$ cat src/rtl/trap_pkg.sv
package trap_pkg;
  typedef enum logic [2:0] {
    S_IDLE, S_WAIT, S_FETCH, S_XCHG, S_HALT
  } tseq_state_e;

  typedef enum logic [1:0] {
    CLS_ABORT = 2'd0,
    CLS_ITER  = 2'd1,
    CLS_DONE  = 2'd2,
    CLS_RSV   = 2'd3
  } tclass_e;
endpackage

$ cat src/rtl/trap_pick.sv
module trap_pick #(
  parameter int N_TRAPS = 8,
  localparam int IDX_W = $clog2(N_TRAPS)
) (
  input  logic [N_TRAPS-1:0]   req_i,
  input  logic [2*N_TRAPS-1:0] cls_i,
  output logic                 any_o,
  output logic [IDX_W-1:0]     idx_o,
  output logic [1:0]           cls_o
);
  logic [N_TRAPS-1:0] first;

  for (genvar g = 0; g < N_TRAPS; g++) begin : g_first
    if (g == 0) begin : g_lo
      assign first[g] = req_i[0];
    end else begin : g_hi
      assign first[g] = req_i[g] & ~(|req_i[g-1:0]);
    end
  end

  assign any_o = |req_i;

  always_comb begin
    idx_o = '0;
    cls_o = '0;
    for (int i = 0; i < N_TRAPS; i++) begin
      if (first[i]) begin
        idx_o = idx_o | IDX_W'(i);
        cls_o = cls_o | cls_i[2*i +: 2];
      end
    end
  end
endmodule

$ cat src/rtl/trap_opchk.sv
module trap_opchk #(
  parameter int OP_W = 8,
  parameter logic [OP_W-1:0] OP_XCHG_A = 8'h0F,
  parameter logic [OP_W-1:0] OP_XCHG_B = 8'h0A
) (
  input  logic [OP_W-1:0] op_i,
  output logic            ok_o
);
  assign ok_o = (op_i == OP_XCHG_A) || (op_i == OP_XCHG_B);
endmodule

$ cat src/rtl/trap_fsm.sv
module trap_fsm
  import trap_pkg::*;
#(
  parameter int N_TRAPS  = 8,
  parameter int IEXC_IDX = N_TRAPS - 1,
  localparam int IDX_W = $clog2(N_TRAPS)
) (
  input  logic             clk_i,
  input  logic             rst_ni,
  input  logic             any_req_i,
  input  logic [IDX_W-1:0] pick_idx_i,
  input  logic [1:0]       pick_cls_i,
  input  logic             iter_done_i,
  input  logic             instr_done_i,
  input  logic             fetch_valid_i,
  input  logic             op_ok_i,
  input  logic             xchg_done_i,
  output logic [IDX_W-1:0] idx_o,
  output logic [1:0]       mode_o,
  output logic             fetch_req_o,
  output logic             pc_hold_o,
  output logic             irq_inhibit_o,
  output logic             abort_o,
  output logic             drain_o,
  output logic             halt_o,
  output logic             done_o
);
  tseq_state_e      state_q;
  tclass_e          cls_q, cls_n;
  logic [IDX_W-1:0] idx_q;
  logic             retried_q, done_q;

  assign cls_n = (tclass_e'(pick_cls_i) == CLS_RSV) ? CLS_DONE : tclass_e'(pick_cls_i);

  always_ff @(posedge clk_i or negedge rst_ni) begin
    if (!rst_ni) begin
      state_q   <= S_IDLE;
      cls_q     <= CLS_ABORT;
      idx_q     <= '0;
      retried_q <= 1'b0;
      done_q    <= 1'b0;
    end else begin
      done_q <= 1'b0;
      unique case (state_q)
        S_IDLE: if (any_req_i) begin
          idx_q     <= pick_idx_i;
          cls_q     <= cls_n;
          retried_q <= 1'b0;
          state_q   <= (cls_n == CLS_ABORT) ? S_FETCH : S_WAIT;
        end
        S_WAIT: if (instr_done_i || (cls_q == CLS_ITER && iter_done_i)) state_q <= S_FETCH;
        S_FETCH: if (fetch_valid_i) begin
          if (op_ok_i) state_q <= S_XCHG;
          else if (!retried_q) begin
            idx_q     <= IDX_W'(IEXC_IDX);
            retried_q <= 1'b1;
          end else state_q <= S_HALT;
        end
        S_XCHG: if (xchg_done_i) begin
          state_q <= S_IDLE;
          done_q  <= 1'b1;
        end
        S_HALT: state_q <= S_HALT;
        default: state_q <= S_IDLE;
      endcase
    end
  end

  assign idx_o         = idx_q;
  assign mode_o        = cls_q;
  assign fetch_req_o   = (state_q == S_FETCH);
  assign pc_hold_o     = (state_q != S_IDLE);
  assign irq_inhibit_o = (state_q != S_IDLE);
  assign abort_o       = (state_q == S_FETCH) && (cls_q == CLS_ABORT) && !retried_q;
  assign drain_o       = (state_q == S_WAIT);
  assign halt_o        = (state_q == S_HALT);
  assign done_o        = done_q;

  AST_ENTRY_HOLD: assert property (@(posedge clk_i) disable iff (!rst_ni)
    (state_q == S_IDLE && any_req_i) |=> (pc_hold_o && irq_inhibit_o));
  AST_IDX_FROZEN: assert property (@(posedge clk_i) disable iff (!rst_ni)
    (state_q == S_WAIT || state_q == S_XCHG) |=> $stable(idx_q));
  AST_ABORT_FAST: assert property (@(posedge clk_i) disable iff (!rst_ni)
    (state_q == S_IDLE && any_req_i && pick_cls_i == 2'd0) |=> (fetch_req_o && abort_o));
  AST_WAIT_HOLDS: assert property (@(posedge clk_i) disable iff (!rst_ni)
    (state_q == S_WAIT && !instr_done_i && !iter_done_i) |=> drain_o);
  AST_DONE_WAITS: assert property (@(posedge clk_i) disable iff (!rst_ni)
    (state_q == S_WAIT && cls_q == CLS_DONE && !instr_done_i) |=> !fetch_req_o);
  AST_IEXC_RETRY: assert property (@(posedge clk_i) disable iff (!rst_ni)
    (fetch_req_o && fetch_valid_i && !op_ok_i && !retried_q)
      |=> (fetch_req_o && idx_q == IDX_W'(IEXC_IDX)));
  AST_HALT_STICKY: assert property (@(posedge clk_i) disable iff (!rst_ni)
    halt_o |=> (halt_o && !fetch_req_o));
  AST_DONE_PULSE: assert property (@(posedge clk_i) disable iff (!rst_ni)
    done_o |=> !done_o);
endmodule

$ cat src/rtl/trap_entry_seq.sv
module trap_entry_seq #(
  parameter int N_TRAPS  = 8,
  parameter int ADDR_W   = 16,
  parameter int OP_W     = 8,
  parameter int VEC_BASE = 'h40,
  parameter int IEXC_IDX = N_TRAPS - 1,
  parameter logic [OP_W-1:0] OP_XCHG_A = 8'h0F,
  parameter logic [OP_W-1:0] OP_XCHG_B = 8'h0A,
  localparam int IDX_W = $clog2(N_TRAPS)
) (
  input  logic                 clk_i,
  input  logic                 rst_ni,
  input  logic [N_TRAPS-1:0]   trap_req_i,
  input  logic [2*N_TRAPS-1:0] trap_cls_i,
  input  logic                 iter_done_i,
  input  logic                 instr_done_i,
  input  logic [OP_W-1:0]      fetch_op_i,
  input  logic                 fetch_valid_i,
  input  logic                 xchg_done_i,
  input  logic                 irq_ready_i,
  output logic                 fetch_req_o,
  output logic [ADDR_W-1:0]    vec_addr_o,
  output logic                 pc_hold_o,
  output logic                 abort_o,
  output logic                 drain_o,
  output logic [1:0]           mode_o,
  output logic                 irq_inhibit_o,
  output logic                 irq_ack_o,
  output logic                 done_o,
  output logic                 halt_o
);
  logic             any_req, op_ok;
  logic [IDX_W-1:0] pick_idx, idx;
  logic [1:0]       pick_cls;

  trap_pick #(.N_TRAPS(N_TRAPS)) u_pick (
    .req_i (trap_req_i),
    .cls_i (trap_cls_i),
    .any_o (any_req),
    .idx_o (pick_idx),
    .cls_o (pick_cls)
  );

  trap_opchk #(.OP_W(OP_W), .OP_XCHG_A(OP_XCHG_A), .OP_XCHG_B(OP_XCHG_B)) u_opchk (
    .op_i (fetch_op_i),
    .ok_o (op_ok)
  );

  trap_fsm #(.N_TRAPS(N_TRAPS), .IEXC_IDX(IEXC_IDX)) u_fsm (
    .clk_i         (clk_i),
    .rst_ni        (rst_ni),
    .any_req_i     (any_req),
    .pick_idx_i    (pick_idx),
    .pick_cls_i    (pick_cls),
    .iter_done_i   (iter_done_i),
    .instr_done_i  (instr_done_i),
    .fetch_valid_i (fetch_valid_i),
    .op_ok_i       (op_ok),
    .xchg_done_i   (xchg_done_i),
    .idx_o         (idx),
    .mode_o        (mode_o),
    .fetch_req_o   (fetch_req_o),
    .pc_hold_o     (pc_hold_o),
    .irq_inhibit_o (irq_inhibit_o),
    .abort_o       (abort_o),
    .drain_o       (drain_o),
    .halt_o        (halt_o),
    .done_o        (done_o)
  );

  assign vec_addr_o = ADDR_W'(VEC_BASE) + ADDR_W'(idx);
  assign irq_ack_o  = irq_ready_i && !irq_inhibit_o;

  AST_VEC_IN_RANGE: assert property (@(posedge clk_i) disable iff (!rst_ni)
    fetch_req_o |-> ((vec_addr_o - ADDR_W'(VEC_BASE)) < ADDR_W'(N_TRAPS)));
  AST_NO_ACK_IN_TRAP: assert property (@(posedge clk_i) disable iff (!rst_ni)
    pc_hold_o |-> !irq_ack_o);
endmodule

$ cat config.mk
export PLATFORM = sky130hd
export DESIGN_NAME = trap_entry_seq
export DESIGN_NICKNAME = d
export VERILOG_FILES = /design/src/rtl/trap_pkg.sv /design/src/rtl/trap_pick.sv /design/src/rtl/trap_opchk.sv /design/src/rtl/trap_fsm.sv /design/src/rtl/trap_entry_seq.sv
export SDC_FILE = /design/constraint.sdc
export NUM_CORES = 1
export LEC_CHECK = 0
export BUFFER_PORTS_ARGS = -buffer_cell sky130_fd_sc_hd__buf_2
export CELL_PAD_IN_SITES_DETAIL_PLACEMENT = 1
export CELL_PAD_IN_SITES_GLOBAL_PLACEMENT = 2
export CORE_UTILIZATION = 23
export CTS_BUF_LIST = sky130_fd_sc_hd__clkbuf_4 sky130_fd_sc_hd__clkbuf_8
export CTS_CLUSTER_DIAMETER = 200
export DETAILED_ROUTE_END_ITERATION = 16
export PLACE_DENSITY = 0.92
export SLEW_MARGIN = 0
export SYNTH_ARGS = -nofsm -noshare
export SYNTH_HDL_FRONTEND = slang
export SYNTH_SLANG_ARGS = --single-unit
$ cat constraint.sdc
create_clock -name clk_i -period 2.7 [get_ports clk_i]
set_input_delay 0.135 -clock clk_i [delete_from_list [all_inputs] [get_ports clk_i]]
set_output_delay 0.135 -clock clk_i [all_outputs]
set_load 0.02 [all_outputs]
# After elaboration in Yosys (flattened, before gate mapping)
# Cells that the tools add are included.
# totals
mem_bits_ro	0
ff_bits	10
latch_bits	0
memories	0
out_inout_bits	26
input_bits	39
wordCells	101
mem_bits_rw	0
# classes
n_eq_ne	15
shift	0
bitwise	21
n_mux	35
n_reduce_logical	24
div	0
magnitude_cmp	0
n_mul	0
n_addsub	1
# ops
operator	n
$mux W3	14
$mux W2	12
$eq A8 B4 Y1 const B	2
$pmux W3 S5	1
$or A2 B2 Y2	7
$ne A2 B2 Y1 const B	5
$reduce_and A5 Y1	2
$add A7 B3 Y8 const A	1
$reduce_or A8 Y1	1
$and A1 B1 Y1	7
$not A1 Y1	7
$reduce_or A7 Y1	1
$eq A3 B2 Y1 const B	2
$mux W1	6
$pmux W3 S2	1
$reduce_or A6 Y1	1
$reduce_or A5 Y1	1
$logic_and A1 B1 Y1	4
$logic_not A2 Y1	2
$reduce_and A4 Y1	1
$reduce_or A4 Y1	1
$eq A3 B1 Y1 const B	1
$eq A3 B3 Y1 const B	1
$logic_not A3 Y1	1
other kinds (12)	14

# Longest topological paths before layout
# depth
word_depth	21
mapped_depth	6
ltp_nobuf	5

# By module
# A second synthesis with hierarchy kept.
# hier_totals
hier_cells	112
hier_area_um2	942.2
# by_module_without_submodules
mod	cells_each	instances	area_each_um2	seq_area_each_um2
trap_fsm	57	1	588.1	250.2
trap_pick	36	1	211.5	0.0
trap_entry_seq	16	1	118.9	0.0
trap_opchk	3	1	23.8	0.0

# Worst setup path before layout
# No wires, ideal clock.
# synth_path
kind	input-to-reg
start	in trap_req_i[0]
end	reg u_fsm.idx_q[0] (netlist: u_fsm.idx_o[0])
cell_stages	5
arrival_ns	1.615
setup_time_ns	0.125
slack_ns	0.960
required_ns	2.575
n_path_buf	0
cell_sequence	or4_4 > nor4_4 > nor2_1 > o21ai_2 > mux2_2
# synth_between
elab_chain_cells	11
elab_cells_between_ends	23
classes_between	eq/ne: 1; mux: 9; bitwise: 8; reduce/logical: 5
# synth_rtl
item	line	source
start: declaration	trap_entry_seq.sv:13	input logic [N_TRAPS-1:0] trap_req_i,
$not A1 Y1	trap_pick.sv:17	assign first[g] = req_i[g] & ~(|req_i[g-1:0]);
$and A1 B1 Y1	trap_pick.sv:17	
$mux W1	trap_pick.sv:27	if (first[i]) begin
$mux W2 (2 in a row)	trap_pick.sv:27	
$mux W3 (4 in a row)	trap_pick.sv:27	
$mux W3	trap_fsm.sv:45	S_IDLE: if (any_req_i) begin
$pmux W3 S2	trap_fsm.sv:44	unique case (state_q)
end signal: assignment	trap_fsm.sv:46	idx_q <= pick_idx_i;
end signal: assignment	trap_fsm.sv:55	idx_q <= IDX_W'(IEXC_IDX);
end: declaration	trap_fsm.sv:30	logic [IDX_W-1:0] idx_q;
# Parallel ways exist; a longest one is shown, timed or not. The select of a mux whose other input is x is not followed.
# A chain may end at the register's enable or synchronous reset.

# Final worst setup path
# layout_path
start	reg u_fsm.state_q[0]
end	out abort_o
# layout_between
elab_chain_cells	3
# layout_rtl
item	line	source
start: declaration	trap_fsm.sv:28	tseq_state_e state_q;
start signal: assignment	trap_fsm.sv:49	state_q <= (cls_n == CLS_ABORT) ? S_FETCH : S_WAIT;
$eq A3 B2 Y1	trap_fsm.sv:74	assign abort_o = (state_q == S_FETCH) && (cls_q == CLS_ABORT) && !retried_q;
$logic_and A1 B1 Y1 (2 in a row)	trap_fsm.sv:74	
end: declaration	trap_entry_seq.sv:24	output logic abort_o,
# Every way passes these cells.

==> results list <==
- Total count of max-transition violations in the final report: 0
* Switching portion of total power: 0.485
* Max_cap viols: 0
- The worst setup path is of the flop to output pin kind.
- Most used standard cell by instance count after synthesis: sky130_fd_sc_hd__buf_4
- Ranked by total cell area, the synthesized netlist is headed by sky130_fd_sc_hd__dfrtp_1 27%, sky130_fd_sc_hd__buf_4 11%, sky130_fd_sc_hd__nand3b_1 5.7%, sky130_fd_sc_hd__a21oi_1 4.9%, sky130_fd_sc_hd__nor2_1 4.1%.
* Maximum achievable frequency: 548 MHz
- Number of antenna violations at the first check in global routing: 0
- Dividing the final minimum period by the clock period gives 0.676.
* Layout cells sized above 1: 0.374
- Counting along the longest clock path gives a buffer depth of 2.
- Power per Cell Area: 902 nW/um^2
* Part of the power in combinational logic: 0.567
- Result of the run: finished clean
- Post-layout nets: 204
- Detailed Route Iter0 Violations: 20
- Clock power frac: 0.140
- Utilization of the core after routing: 0.324
- Synthesis instantiated 40 different standard cells from the library.
* Fraction of post-synthesis cell area in the top cell type by area: 0.273
* Path class of the lowest-slack min-delay path: input pin to flop
- The routed layout has 1017 vias.
- After detailed routing, the total wire length is 2920 um.
- For the worst-skew pair, the clock arrives at the later sink with an insertion delay of 0.24 ns.
- The number of global-route vias before repair came to 1036.
- The die is 65.1 um wide.
- RSZ-0062 raised after global routing: no
- At the pin with the least slew margin, the transition time is 0.725 ns.
- The initial utilization of the core area, before any placement, comes to 0.245.
- Worst Setup Start Kind: flop
- Syn Area/Cell: 8.12 um^2
- Total congestion overflow after global routing: 0
- The repair_antennas step left the layout with diodes totalling 0.
- Antenna-violating nets left: 0
* Number of DRC violations after detailed routing: 0
- In the final routed layout, each cell accounts on average for 13.8 um.
* Quantity of I/O buffers inserted on ports: 51
- The floorplan has 22 rows.
- After detailed routing, the number of vias per cell comes to 4.82.
- Summed over all cells, the static leakage comes to 0.000591 uW.
* Count of flip-flops with a built-in enable after synthesis: 0
* Worst vdd rail ir drop: 0.000201 V
* Aggregate negative setup slack: 0 ns
- Top-level port count: 65
- Of the synthesized area, sequential elements account for 0.273.
- Die ar.: 4240 um^2
- Netlist area before placement: 917 um^2
- Gates resized during post-CTS repair numbered 0.
* CORE AREA: 3740 um^2
- Clock root buffer master: sky130_fd_sc_hd__clkbuf_8
* Final instance area: 1210 um^2
- For this run, the leading register cell type out of synthesis is sky130_fd_sc_hd__dfrtp_1.
* Number of buffers inserted by hold repair at cts: 1
- Timing analysis after detailed placement gives a worst setup slack of 0.673 ns.
- Area Growth Syn to Fin: 32.2%
- Min cycle time layout: 1.82 ns
* Clk slew on worst S/H paths: 0.05 ns
* Global-route wire length before repair: 4630 um
- Post-CTS setup buffer count: 0
- Number of hold-slack violations in the final timing report: 0
- #FFs+latches synth: 10
- List of most frequent post-synthesis cells: 14 x sky130_fd_sc_hd__buf_4, 10 x sky130_fd_sc_hd__dfrtp_1, 10 x sky130_fd_sc_hd__nor2_1, 9 x sky130_fd_sc_hd__a21oi_1, 8 x sky130_fd_sc_hd__inv_1
- Slew HR: 0.516
- The placed instances occupy a cell area of 1160 um^2.
* Largest net degree at the start of global routing: 12
- TritonCTS buffer count: 3
- The die is 65.1 um tall.
- Summed over all nets, the switching power comes to 530 uW.
- Setup clock skew after layout: 0.00774 ns
- Cell internal power was estimated by the tool at 563 uW.
- Number of setup violations in the final report: 0
- At the worst endpoint, the arrival time is 1.69 ns.
* Least setup slack across all paths after layout: 0.875 ns
- Fillcell total: 495
- Required time of the critical path: 2.57 ns
- The multi-input combinational cells in the finished layout cover a total of 566 um^2.
* Library cell with the largest summed area after synthesis: sky130_fd_sc_hd__dfrtp_1
- STA classifies the critical path endpoint as an output pin.
* Final Hold Slack: 0.202 ns
- Fraction of registers with async set/reset: 1.00
* Area of all sequential standard cells: 250 um^2
- H-tree lvl count: 1
- Along the worst path, the maximum fanout reaches 9.
* Post-DP HPWL: 2330 um
- The share of total power dissipated in sequential elements is 0.293.
* Clk sinks: 10
- For this run, the detailed router's first-pass iteration total came to 4.
* Count of warnings emitted by yosys: 0
- CTS tree: done
* Synth Instances: 113
* Final Wtd Congestion: 0.761
- Across every metal layer, demand over resource in global routing totals 0.140.
==> cells by family (layout without fill, tap and decap cells) <==
kind of cell / after synthesis / in the layout / synth area share
AO/OA/AOI/OAI: 33 / 33 / 0.254
XOR/XNOR: 1 / 1 / 0.00955
buffers and inverters: 24 / 63 / 0.156
flip-flops: 10 / 10 / 0.273
multiplexers: 2 / 2 / 0.0246
other: 2 / 13 / 0.00819
AND/OR/NAND/NOR: 41 / 41 / 0.276
==> flip-flops by register name, summed over array words and instances (netlist names) <==
register / flops
u_fsm.idx_o: 3
u_fsm.mode_o: 2
u_fsm.done_o: 1
u_fsm.retried_q: 1
u_fsm.state_q: 3
==> cells in the final DEF, fill, tap and decap left out, types with 2 or more instances in the layout <==
cell type / count
sky130_fd_sc_hd__buf_2: 51
sky130_fd_sc_hd__nor3_1: 2
sky130_fd_sc_hd__dfrtp_1: 10
sky130_fd_sc_hd__nor2b_1: 2
sky130_fd_sc_hd__a211oi_1: 4
sky130_fd_sc_hd__a2111oi_0: 2
sky130_fd_sc_hd__o21ai_0: 3
sky130_fd_sc_hd__a31oi_1: 3
sky130_fd_sc_hd__conb_1: 13
sky130_fd_sc_hd__nor3b_1: 2
sky130_fd_sc_hd__nand2_1: 7
sky130_fd_sc_hd__a21oi_1: 9
sky130_fd_sc_hd__a221oi_1: 2
sky130_fd_sc_hd__inv_1: 8
sky130_fd_sc_hd__mux2_2: 2
sky130_fd_sc_hd__nor2_1: 10
sky130_fd_sc_hd__clkbuf_8: 3
sky130_fd_sc_hd__nand3b_1: 7
==> power groups by stage <==
stage          Combinational (uW)  Clock [uW]  Sequential (uW)
3_5_place_dp                  615           0              316
3_3_place_gp                  609           0              315
4_1_cts                       627         156              318
6_report                      620         153              321
5_1_grt                       685         164              334
2_1_floorplan                 433           0              318
==> worst max-delay path, stage by stage, from the launching register on <==
cell and delay, ns:
sky130_fd_sc_hd__dfrtp_1 0.48, sky130_fd_sc_hd__nor2_1 0.31, sky130_fd_sc_hd__nand2_1 0.20, sky130_fd_sc_hd__nor4_1 0.24
sky130_fd_sc_hd__buf_2 0.22
==> final cells by class <==
type / count / area share
clock buffer: 3 / 0.0341
sequential: 10 / 0.206
tap: 48 / 0.0495
timing repair buffer: 52 / 0.219
multi-input combinational: 90 / 0.466
inverter: 8 / 0.0248
==> worst paths after layout <==
| kind | startpoint | end | slack [ns] | depth (start not counted) |
|---|---|---|---|---|
| max in group asynchronous | rst_ni | u_fsm.idx_o[1] | 2.20 | 2 |
| max reg2reg | u_fsm.state_q[0] | u_fsm.idx_o[1] | 1.03 | 5 |
| min in group asynchronous | rst_ni | u_fsm.done_o | 0.30 | 2 |
| min | xchg_done_i | u_fsm.done_o | 0.20 | 2 |
| max | u_fsm.state_q[0] | abort_o | 0.88 | 4 |
| min reg2reg | u_fsm.idx_o[1] | u_fsm.idx_o[1] | 0.51 | 1 |
==> metrics by stage <==
| stage | std cells | power, uW |
|---|---|---|
| after CTS | 211 | 1100 |
| after detailed placement | 207 | 932 |
| after global routing | 211 | 1180 |
| after floorplan | 124 | 751 |
| final | 211 | 1090 |
| after global placement | 207 | 924 |
==> metal layers <==
| layer | vias to the layer above | GRT usage | wire length (um) |
|---|---|---|---|
| met2 | 40 | 0.250 | 1430 |
| met3 | 6 | 0.0243 | 175 |
| met1 | 479 | 0.169 | 1270 |
| li1 | 492 | - | - |
| met5 | - | 0 | 0 |
| met4 | 0 | 0.0489 | 50 |
Note: power is estimated with default switching activity, not from simulation.
